## config.mk

```make
export PLATFORM = sky130hd
export DESIGN_NAME = pwm_dt_timer
export DESIGN_NICKNAME = d
export VERILOG_FILES = /design/src/rtl/tmr_pkg.sv /design/src/rtl/tmr_prescale.sv /design/src/rtl/tmr_count.sv /design/src/rtl/tmr_outstage.sv /design/src/rtl/pwm_dt_timer.sv
export SDC_FILE = /design/constraint.sdc
export NUM_CORES = 1
export LEC_CHECK = 0
export ABC_AREA = 1
export CAP_MARGIN = 30
export CORE_AREA = 2 2 90 92
export CTS_CLUSTER_DIAMETER = 150
export DETAILED_ROUTE_END_ITERATION = 6
export DIE_AREA = 0 0 92 94
export GPL_ROUTABILITY_DRIVEN = 0
export SLEW_MARGIN = 25
export SYNTH_ARGS = -nofsm -noshare
export SYNTH_HDL_FRONTEND = slang
export SYNTH_SLANG_ARGS = --single-unit
export TNS_END_PERCENT = 50
```

## constraint.sdc

```tcl
create_clock -name clk -period 2.2 [get_ports clk]
set_input_delay 0.44 -clock clk [delete_from_list [all_inputs] [get_ports clk]]
set_output_delay 0.44 -clock clk [all_outputs]
set_load 0.02 [all_outputs]
```

## src/rtl/tmr_pkg.sv

```systemverilog
package tmr_pkg;
  localparam int MODE_W = 4;
  localparam logic [MODE_W-1:0] MODE_ONESHOT = 4'b0000;
  localparam logic [MODE_W-1:0] MODE_CONT    = 4'b0001;
  localparam logic [MODE_W-1:0] MODE_PWM2    = 4'b0011;
endpackage

```

## src/rtl/tmr_prescale.sv

```systemverilog
module tmr_prescale #(
  parameter int SEL_W = 3
) (
  input  logic             clk,
  input  logic             rst_n,
  input  logic             en,
  input  logic [SEL_W-1:0] sel,
  output logic             tick
);
  localparam int DIV_W = (1 << SEL_W) - 1;

  logic [DIV_W-1:0] pre_q, pre_d, mask;

  always_comb begin
    mask  = ~({DIV_W{1'b1}} << sel);
    pre_d = en ? pre_q + DIV_W'(1) : '0;
    tick  = en & ((pre_q & mask) == mask);
  end

  always_ff @(posedge clk or negedge rst_n) begin
    if (!rst_n) pre_q <= '0;
    else        pre_q <= pre_d;
  end


  tick_gap_chk: assert property (@(posedge clk) disable iff (!rst_n)
    (tick && sel != '0) |=> (!tick || sel != $past(sel)));
endmodule

```

## src/rtl/tmr_count.sv

```systemverilog
module tmr_count
  import tmr_pkg::*;
#(
  parameter int W = 16
) (
  input  logic              clk,
  input  logic              rst_n,
  input  logic              en,
  input  logic              tick,
  input  logic [MODE_W-1:0] mode,
  input  logic [W-1:0]      reload_val,
  input  logic [W-1:0]      cmp_val,
  output logic              rl,
  output logic              mt
);
  logic [W-1:0] cnt_q, cnt_d;
  logic         done_q, done_d;
  logic         mode_ok, run;

  always_comb begin
    mode_ok = (mode == MODE_ONESHOT) || (mode == MODE_CONT) || (mode == MODE_PWM2);
    run     = en & mode_ok & ~done_q;
    rl      = run & tick & (cnt_q == reload_val);
    mt      = run & tick & (cnt_q == cmp_val);
    cnt_d   = cnt_q;
    done_d  = done_q;
    if (!en) begin
      cnt_d  = W'(1);
      done_d = 1'b0;
    end else if (run && tick) begin
      cnt_d = rl ? W'(1) : cnt_q + W'(1);
      if (rl && mode == MODE_ONESHOT) done_d = 1'b1;
    end
  end

  always_ff @(posedge clk or negedge rst_n) begin
    if (!rst_n) begin
      cnt_q  <= W'(1);
      done_q <= 1'b0;
    end else begin
      cnt_q  <= cnt_d;
      done_q <= done_d;
    end
  end


  reload_restart_chk: assert property (@(posedge clk) disable iff (!rst_n)
    rl |=> (cnt_q == W'(1)));


  oneshot_single_chk: assert property (@(posedge clk) disable iff (!rst_n)
    (rl && mode == MODE_ONESHOT) |=> !rl);
endmodule

```

## src/rtl/tmr_outstage.sv

```systemverilog
module tmr_outstage #(
  parameter int DT_W = 3
) (
  input  logic            clk,
  input  logic            rst_n,
  input  logic            en,
  input  logic            pwm_mode,
  input  logic            pol,
  input  logic [DT_W-1:0] dead,
  input  logic            rl,
  input  logic            mt,
  output logic            main_o,
  output logic            comp_o
);
  logic            ph_q, ph_d;
  logic [DT_W-1:0] dc_q, dc_d;
  logic            pa_q, pa_d;
  logic            s_q, s_d;
  logic            gap;

  always_comb begin
    ph_d = ph_q;
    dc_d = dc_q;
    pa_d = pa_q;
    s_d  = s_q;
    if (!en) begin
      ph_d = 1'b0;
      dc_d = '0;
      pa_d = pol;
      s_d  = pol;
    end else if (rl) begin
      ph_d = 1'b0;
      dc_d = dead;
      pa_d = pol;
      s_d  = ~s_q;
    end else if (mt) begin
      ph_d = 1'b1;
      dc_d = dead;
    end else if (dc_q != '0) begin
      dc_d = dc_q - DT_W'(1);
    end
  end

  always_comb begin
    gap = (dc_q != '0);
    if (!en) begin
      main_o = pol;
      comp_o = ~pol;
    end else if (pwm_mode) begin
      main_o = (ph_q && !gap) ? ~pa_q : pa_q;
      comp_o = (!ph_q && !gap) ? ~pa_q : pa_q;
    end else begin
      main_o = s_q;
      comp_o = ~s_q;
    end
  end

  always_ff @(posedge clk or negedge rst_n) begin
    if (!rst_n) begin
      ph_q <= 1'b0;
      dc_q <= '0;
      pa_q <= 1'b0;
      s_q  <= 1'b0;
    end else begin
      ph_q <= ph_d;
      dc_q <= dc_d;
      pa_q <= pa_d;
      s_q  <= s_d;
    end
  end


  no_overlap_chk: assert property (@(posedge clk) disable iff (!rst_n)
    (en && pwm_mode) |-> !(main_o == ~pa_q && comp_o == ~pa_q));


  dead_gap_chk: assert property (@(posedge clk) disable iff (!rst_n)
    (en && pwm_mode && dc_q != '0) |-> (main_o == pa_q && comp_o == pa_q));


  pol_hold_chk: assert property (@(posedge clk) disable iff (!rst_n)
    (en && $past(en) && !$past(rl)) |-> (pa_q == $past(pa_q)));
endmodule

```

## src/rtl/pwm_dt_timer.sv

```systemverilog
module pwm_dt_timer
  import tmr_pkg::*;
#(
  parameter int CNT_W  = 16,
  parameter int PRES_W = 3,
  parameter int DT_W   = 3
) (
  input  logic              clk,
  input  logic              rst_n,
  input  logic              en,
  input  logic [MODE_W-1:0] mode,
  input  logic              pol,
  input  logic [PRES_W-1:0] pres,
  input  logic [DT_W-1:0]   dead,
  input  logic [CNT_W-1:0]  reload_val,
  input  logic [CNT_W-1:0]  cmp_val,
  output logic              tmr_out,
  output logic              tmr_out_n,
  output logic              reload_pulse
);
  logic tick, rl, mt, pwm_mode;

  assign pwm_mode     = (mode == MODE_PWM2);
  assign reload_pulse = rl;

  tmr_prescale #(.SEL_W(PRES_W)) i_pre (
    .clk(clk), .rst_n(rst_n), .en(en), .sel(pres), .tick(tick)
  );

  tmr_count #(.W(CNT_W)) i_cnt (
    .clk(clk), .rst_n(rst_n), .en(en), .tick(tick), .mode(mode),
    .reload_val(reload_val), .cmp_val(cmp_val), .rl(rl), .mt(mt)
  );

  tmr_outstage #(.DT_W(DT_W)) i_out (
    .clk(clk), .rst_n(rst_n), .en(en), .pwm_mode(pwm_mode), .pol(pol),
    .dead(dead), .rl(rl), .mt(mt), .main_o(tmr_out), .comp_o(tmr_out_n)
  );


  idle_pulse_chk: assert property (@(posedge clk) disable iff (!rst_n)
    !en |-> !reload_pulse);
endmodule

```

# --- Word level (Yosys, flattened, before mapping) ---
# Index checks and enable logic that the tools add are counted.
op_classes:
  add_sub_neg: 3
  n_mul: 0
  div: 0
  magnitude_cmp: 0
  eq_ne: 10
  shift: 1
  n_mux: 24
  n_bitwise: 12
  n_reduce_logical: 11
ops:
  columns: ["cell", "count"]
  rows:
  - ["$mux 16", 3]
  - ["$eq 16x16->1", 2]
  - ["$add 16x1->16 const B", 1]
  - ["$mux 1", 16]
  - ["$mux 3", 4]
  - ["$add 7x1->7 const B", 1]
  - ["$and 7x7->7", 1]
  - ["$eq 7x7->1", 1]
  - ["$mux 7", 1]
  - ["$not 7->7", 1]
  - ["$shl 7x3->7 const A", 1]
  - ["$and 1x1->1", 6]
  - ["$ne 2x1->1 const B", 3]
  - ["$eq 4x1->1 const B", 1]
  - ["$eq 4x2->1 const B", 1]
  - ["$logic_and 1x1->1", 4]
  - ["$logic_not 4->1", 1]
  - ["$ne 4x1->1 const B", 1]
  - ["$not 1->1", 4]
  - ["$ne 3x1->1 const B", 1]
  - ["$reduce_bool 3->1", 1]
  - ["$sub 3x1->3 const B", 1]
  - ["$logic_not 1->1", 2]
  - ["$logic_or 1x1->1", 2]
  - ["$reduce_and 2->1", 1]
totals:
  reg_bits: 30
  latchBits: 0
  mem_bits_rw: 0
  rom_bits: 0
  in_bits: 46
  output_inout_bits: 3
  wordCells: 68
  memories: 0

# --- Depth between registers and ports, before layout ---
# Gate-level depths: netlist of the first run.
depth:
  word_depth: 11
  mapped_depth: 13
  mapped_depth_nobuf: 12

# --- Modules after synthesis ---
# From an unflattened synthesis of the first run, not the netlist that was laid out.
hier_totals:
  hier_cells: 373
  hier_area_um2: 2422.3
by_module_without_submodules:
  columns: ["mod", "n_inst", "cells_each", "area_each_um2", "seq_area_each_um2"]
  rows:
  - ["tmr_count", 1, 262, 1625.3, 426.7]
  - ["tmr_outstage", 1, 57, 400.4, 150.1]
  - ["tmr_prescale", 1, 49, 375.4, 175.2]
  - ["pwm_dt_timer", 1, 5, 21.3, 0.0]

# --- Worst setup path after synthesis of the first run ---
# No wires, ideal clock.
synth_timing:
  path_type: "reg-to-output"
  from: "register i_out.dc_q[0]"
  to: "output tmr_out_n"
  t_arrival_ps: 1525
  path_slack_ps: 235
  path_stages_with_launch: 8
  n_path_buf: 0
  path_cell_list: "dfrtp_1 -> inv_1 -> ha_1 -> ha_1 -> nand2_1 -> xor2_1 -> o21ai_0 -> a21boi_0"
synth_between:
  elab_chain_len: 6
synth_lines:
  columns: ["item", "line_no", "text"]
  rows:
  - ["from (decl)", "tmr_outstage.sv:16", "logic [DT_W-1:0] dc_q, dc_d;"]
  - ["from (signal assigned)", "tmr_outstage.sv:61", "dc_q <= '0;"]
  - ["from (signal assigned)", "tmr_outstage.sv:66", "dc_q <= dc_d;"]
  - ["$reduce_bool 3->1", "tmr_outstage.sv:45", "gap = (dc_q != '0);"]
  - ["$logic_not 1->1", "tmr_outstage.sv:51", "comp_o = (!ph_q && !gap) ? ~pa_q : pa_q;"]
  - ["$logic_and 1x1->1", "tmr_outstage.sv:51", null]
  - ["$mux 1", "tmr_outstage.sv:51", null]
  - ["$mux 1", "tmr_outstage.sv:49", "end else if (pwm_mode) begin"]
  - ["$mux 1", "tmr_outstage.sv:46", "if (!en) begin"]
  - ["to (decl)", "pwm_dt_timer.sv:18", "output logic tmr_out_n,"]
# Every way passes these cells.

# --- Worst setup path after layout of the first run ---
layout_timing:
  from: "register i_out.dc_q[0]"
  to: "output tmr_out"
layout_between:
  elab_chain_len: 6
layout_lines:
  columns: ["item", "line_no", "text"]
  rows:
  - ["$reduce_bool 3->1", "tmr_outstage.sv:45", null]
  - ["$logic_not 1->1", "tmr_outstage.sv:50", "main_o = (ph_q && !gap) ? ~pa_q : pa_q;"]
  - ["$logic_and 1x1->1", "tmr_outstage.sv:50", null]
  - ["$mux 1", "tmr_outstage.sv:50", null]
  - ["$mux 1", "tmr_outstage.sv:49", null]
  - ["$mux 1", "tmr_outstage.sv:46", null]
  - ["to (decl)", "pwm_dt_timer.sv:17", "output logic tmr_out,"]
# Every way passes these cells.

==> results of run 1 <==
[metal layers]
layer	vias to the layer above	track usage
met5	-	0
met4	0	0.02985
met3	6	0.03933
met2	61	0.2843
met1	1147	0.1952
li1	1354	-
[cell type report]
| cell class | count | area, µm² |
|---|---|---|
| Fill cell | 777 | 3953 |
| Multi-Input combinational cell | 279 | 1615 |
| Timing Repair Buffer | 89 | 824.5 |
| Sequential cell | 30 | 752.0 |
| Inverter | 60 | 225.2 |
| Tap cell | 102 | 127.6 |
| Clock buffer | 8 | 110.1 |
[cells in the final DEF (no fill, tap or decap), types with 3 or more instances in the layout]
cell type	instances
sky130_fd_sc_hd__xor2_1	30
sky130_fd_sc_hd__o21ai_0	7
sky130_fd_sc_hd__inv_2	6
sky130_fd_sc_hd__dlymetal6s2s_1	4
sky130_fd_sc_hd__nand4_1	12
sky130_fd_sc_hd__a21oi_1	10
sky130_fd_sc_hd__nor2_1	33
sky130_fd_sc_hd__clkbuf_8	8
sky130_fd_sc_hd__o21ai_1	6
sky130_fd_sc_hd__dfrtp_1	29
sky130_fd_sc_hd__nand2_2	7
sky130_fd_sc_hd__nor3_1	9
sky130_fd_sc_hd__clkdlybuf4s50_1	39
sky130_fd_sc_hd__o21ai_2	3
sky130_fd_sc_hd__nand3_2	3
sky130_fd_sc_hd__nand3_1	19
sky130_fd_sc_hd__nand2_1	107
sky130_fd_sc_hd__inv_1	53
sky130_fd_sc_hd__buf_4	39
sky130_fd_sc_hd__nor2_4	3
sky130_fd_sc_hd__nor2_2	4
sky130_fd_sc_hd__buf_6	3
sky130_fd_sc_hd__nand2_4	3
[state kept, by name, indices dropped and copies added (netlist names)]
register / count
i_out.s_q: 1
i_out.pa_q: 1
i_cnt.cnt_q: 16
i_out.ph_q: 1
i_out.dc_q: 3
i_cnt.done_q: 1
i_pre.pre_q: 7
[cell families after synthesis]
group	share of synthesized area
fa+ha+maj	0.01899
xor+xnor	0.09967
flops	0.2852
simple gates	0.4001
buf+inv	0.1186
compound gates	0.07737
[synth_stat cells, drive strengths merged]
cell	count	area, µm²
dfrtp	29	725.7
ha	4	50.05
o21bai	1	18.77
xor2	30	262.8
nor4	3	25.02
nor3	11	65.06
nand2	117	474.2
clkinv	1	3.750
a21boi	1	7.510
nand4	13	96.34
nand3b	3	35.03
dfstp	1	26.28
and3	1	6.260
buf	12	73.82
o21ai	17	103.9
nor2	41	200.2
inv	59	221.5
a21oi	12	67.57
nand3	24	152.7
o22ai	1	6.260
clkbuf	3	13.76
[through the flow]
stage	worst slack, ps	hold slack, ps
global placement	-450.8	497.6
global route	-36.50	533.0
floorplan	234.7	144.4
finish	84.90	508.5
detailed placement	-478.9	494.8
CTS	-49.57	514.6
[power by group]
part	leakage [nW]	total [mW]	internal [mW]	switching, mW
combinational	1.45	0.526	0.278	0.248
sequential	0.406	0.613	0.589	0.0235
clock	0.0575	0.531	0.316	0.215
total	1.91	1.67	1.18	0.487
[how the worst max path moves through the flow]
stage | start | end | slack, ps | cells past startpoint
final | i_out.dc_q[0]$_DFFE_PN0P_ | tmr_out | 80 | 10
after detailed placement | pres[1] | reload_pulse | -480 | 9
after floorplan | i_out.dc_q[0]$_DFFE_PN0P_ | tmr_out_n | 230 | 7
after global placement | pres[1] | reload_pulse | -450 | 7
after CTS | i_out.dc_q[0]$_DFFE_PN0P_ | tmr_out | -50 | 10
after global routing | i_out.dc_q[0]$_DFFE_PN0P_ | tmr_out | -40 | 10
[worst max-delay path, cell delays in order, from the launching register on]
cell and delay (ps):
sky130_fd_sc_hd__dfrtp_1 370, sky130_fd_sc_hd__inv_2 60, sky130_fd_sc_hd__ha_4 160, sky130_fd_sc_hd__ha_4 160
sky130_fd_sc_hd__nand2_2 60, sky130_fd_sc_hd__xor2_1 150, sky130_fd_sc_hd__inv_1 70, sky130_fd_sc_hd__o21ai_2 120
sky130_fd_sc_hd__nand2_1 60, sky130_fd_sc_hd__nand2_1 70, sky130_fd_sc_hd__buf_6 120
[timing repair]
item	4_1_cts	5_1_grt
cloned	0	0
endpoints found under the setup margin	3	6
resized for setup	16	22
pin swaps	1	9
setup buffers	0	2
==> results.toml, run 1 <==
[global_route]
grt_max_degree = 31
grtUsageTotal = 0.1589
wire_length_of_the_first_global_routing_pass_um = 11090
global_route.overflow_total = 0
antenna_found_initial = 0
first_global_vias = 2545

[detailed_routing]
initial_drc_count = 110
detail_route.wl_per_cell_um = 11.44
drt_drc_violations_left = 0
antenna_left = 0
vias_per_cell = 4.521
route.met2.wl_um = 3172
routed.top_layer = "met4"
met1_length_um = 3000
met3RoutedLength_um = 293
wirelength_um = 6500
detailroute.via_count = 2568
dr.pass1.iters = 4

[power]
leakage_nw = 1.914
power_density_nw_per_um2 = 456.9
worst_vdd_drop_mv = 0.3206
total_power_mw = 1.670

[finish]
antenna_cells = 0
area_delta_synth_final_pct = 38.63
final_area_um2 = 3655
fin_util = 0.4804
final_layout_size_suffix_gt1_frac = 0.2060
fin_cells = 568
fin_nets = 515

[placement]
placedCellCount = 558
dpl_cell_area_um2 = 3475
dp_hpwl_um = 5153
port_buffers = 48

[clocking]
maximum_level_of_the_cts_h_tree = 2
cts.root.buffer_cell = "sky130_fd_sc_hd__clkbuf_8"
holdBufCountCts = 0
cts_inserted_buffers = 5
clkTransAtPathRegs_ps = 70
cts_tree = "yes"
tritoncts_num_sinks = 30
max-clock-path-buffers = 2
clock_insertion_delay_worst_skew_ps = 280

[die]
floorplan.die_area_um2 = 8648
die-height_um = 94
fp.dieW_um = 92
floorplan.rows = 32
core_area_um2 = 7607
i_o_pin_count = 49
start_util = 0.3465

[sta]
final_max_slew_viol_count = 0
clock.fmax_mhz = 472.8
finalSetupTns_ps = 0
unrepaired_setup_endpoints_after_global_routing = "true"
setup_viol = 0
finalClockSkew_ps = 5.570
min_period_ps = 2115
final.period_utilization = 0.9614
timing.max_slew.rel_slack = 0.6980
final_hold_vio_count = 0
max_slew.worst_pin.slew_ps = 448.9

[outcome]
outcome = "completed"

[synthesis]
synthesis.nets = 434
syn-instance-count = 384
mappedNetlistArea_um2 = 2636
synth.ff_latch_count = 30
synth.avg_cell_area_um2 = 6.865
synth-warning-count = 0
post_synth_num_cell_types = 40
synth_sequential_area_ratio = 0.2852

[worst_hold_path]
holdCritPathClass = "reg -> reg"
timing.hold.worst_endpoint = "i_pre.pre_q[0]$_DFF_PN0_"
hold_path_startpoint = "i_pre.pre_q[0]$_DFF_PN0_"
min_delay_path_depth = 1

[critical_path]
worstReg2RegEnd = "i_cnt.cnt_q[14]$_DFFE_PN0P_"
worstPathRequired_ps = 1760
crit_type = "reg -> out"
reg2reg_depth = 7
endpoint_kind = "output port"
r2r_setup_slack_ps = 220
critPathMaxFanout = 3
reg2reg_from = "i_cnt.cnt_q[0]$_DFFE_PN1P_"
timing.critical_path.from_type = "flop"
cp_data_arrival_time_ps = 1680

[job]
max_cap_violations = 0
No activity file was read; power rests on OpenSTA's default activity.
==> run 2, diff against run 1 <==
ABC_CLOCK_PERIOD_IN_PS = 2200   (was default)
SLEW_MARGIN = 20   (was 25)
==> results of run 2 <==
The final DEF is identical to that of run 1; final timing and power are the same.
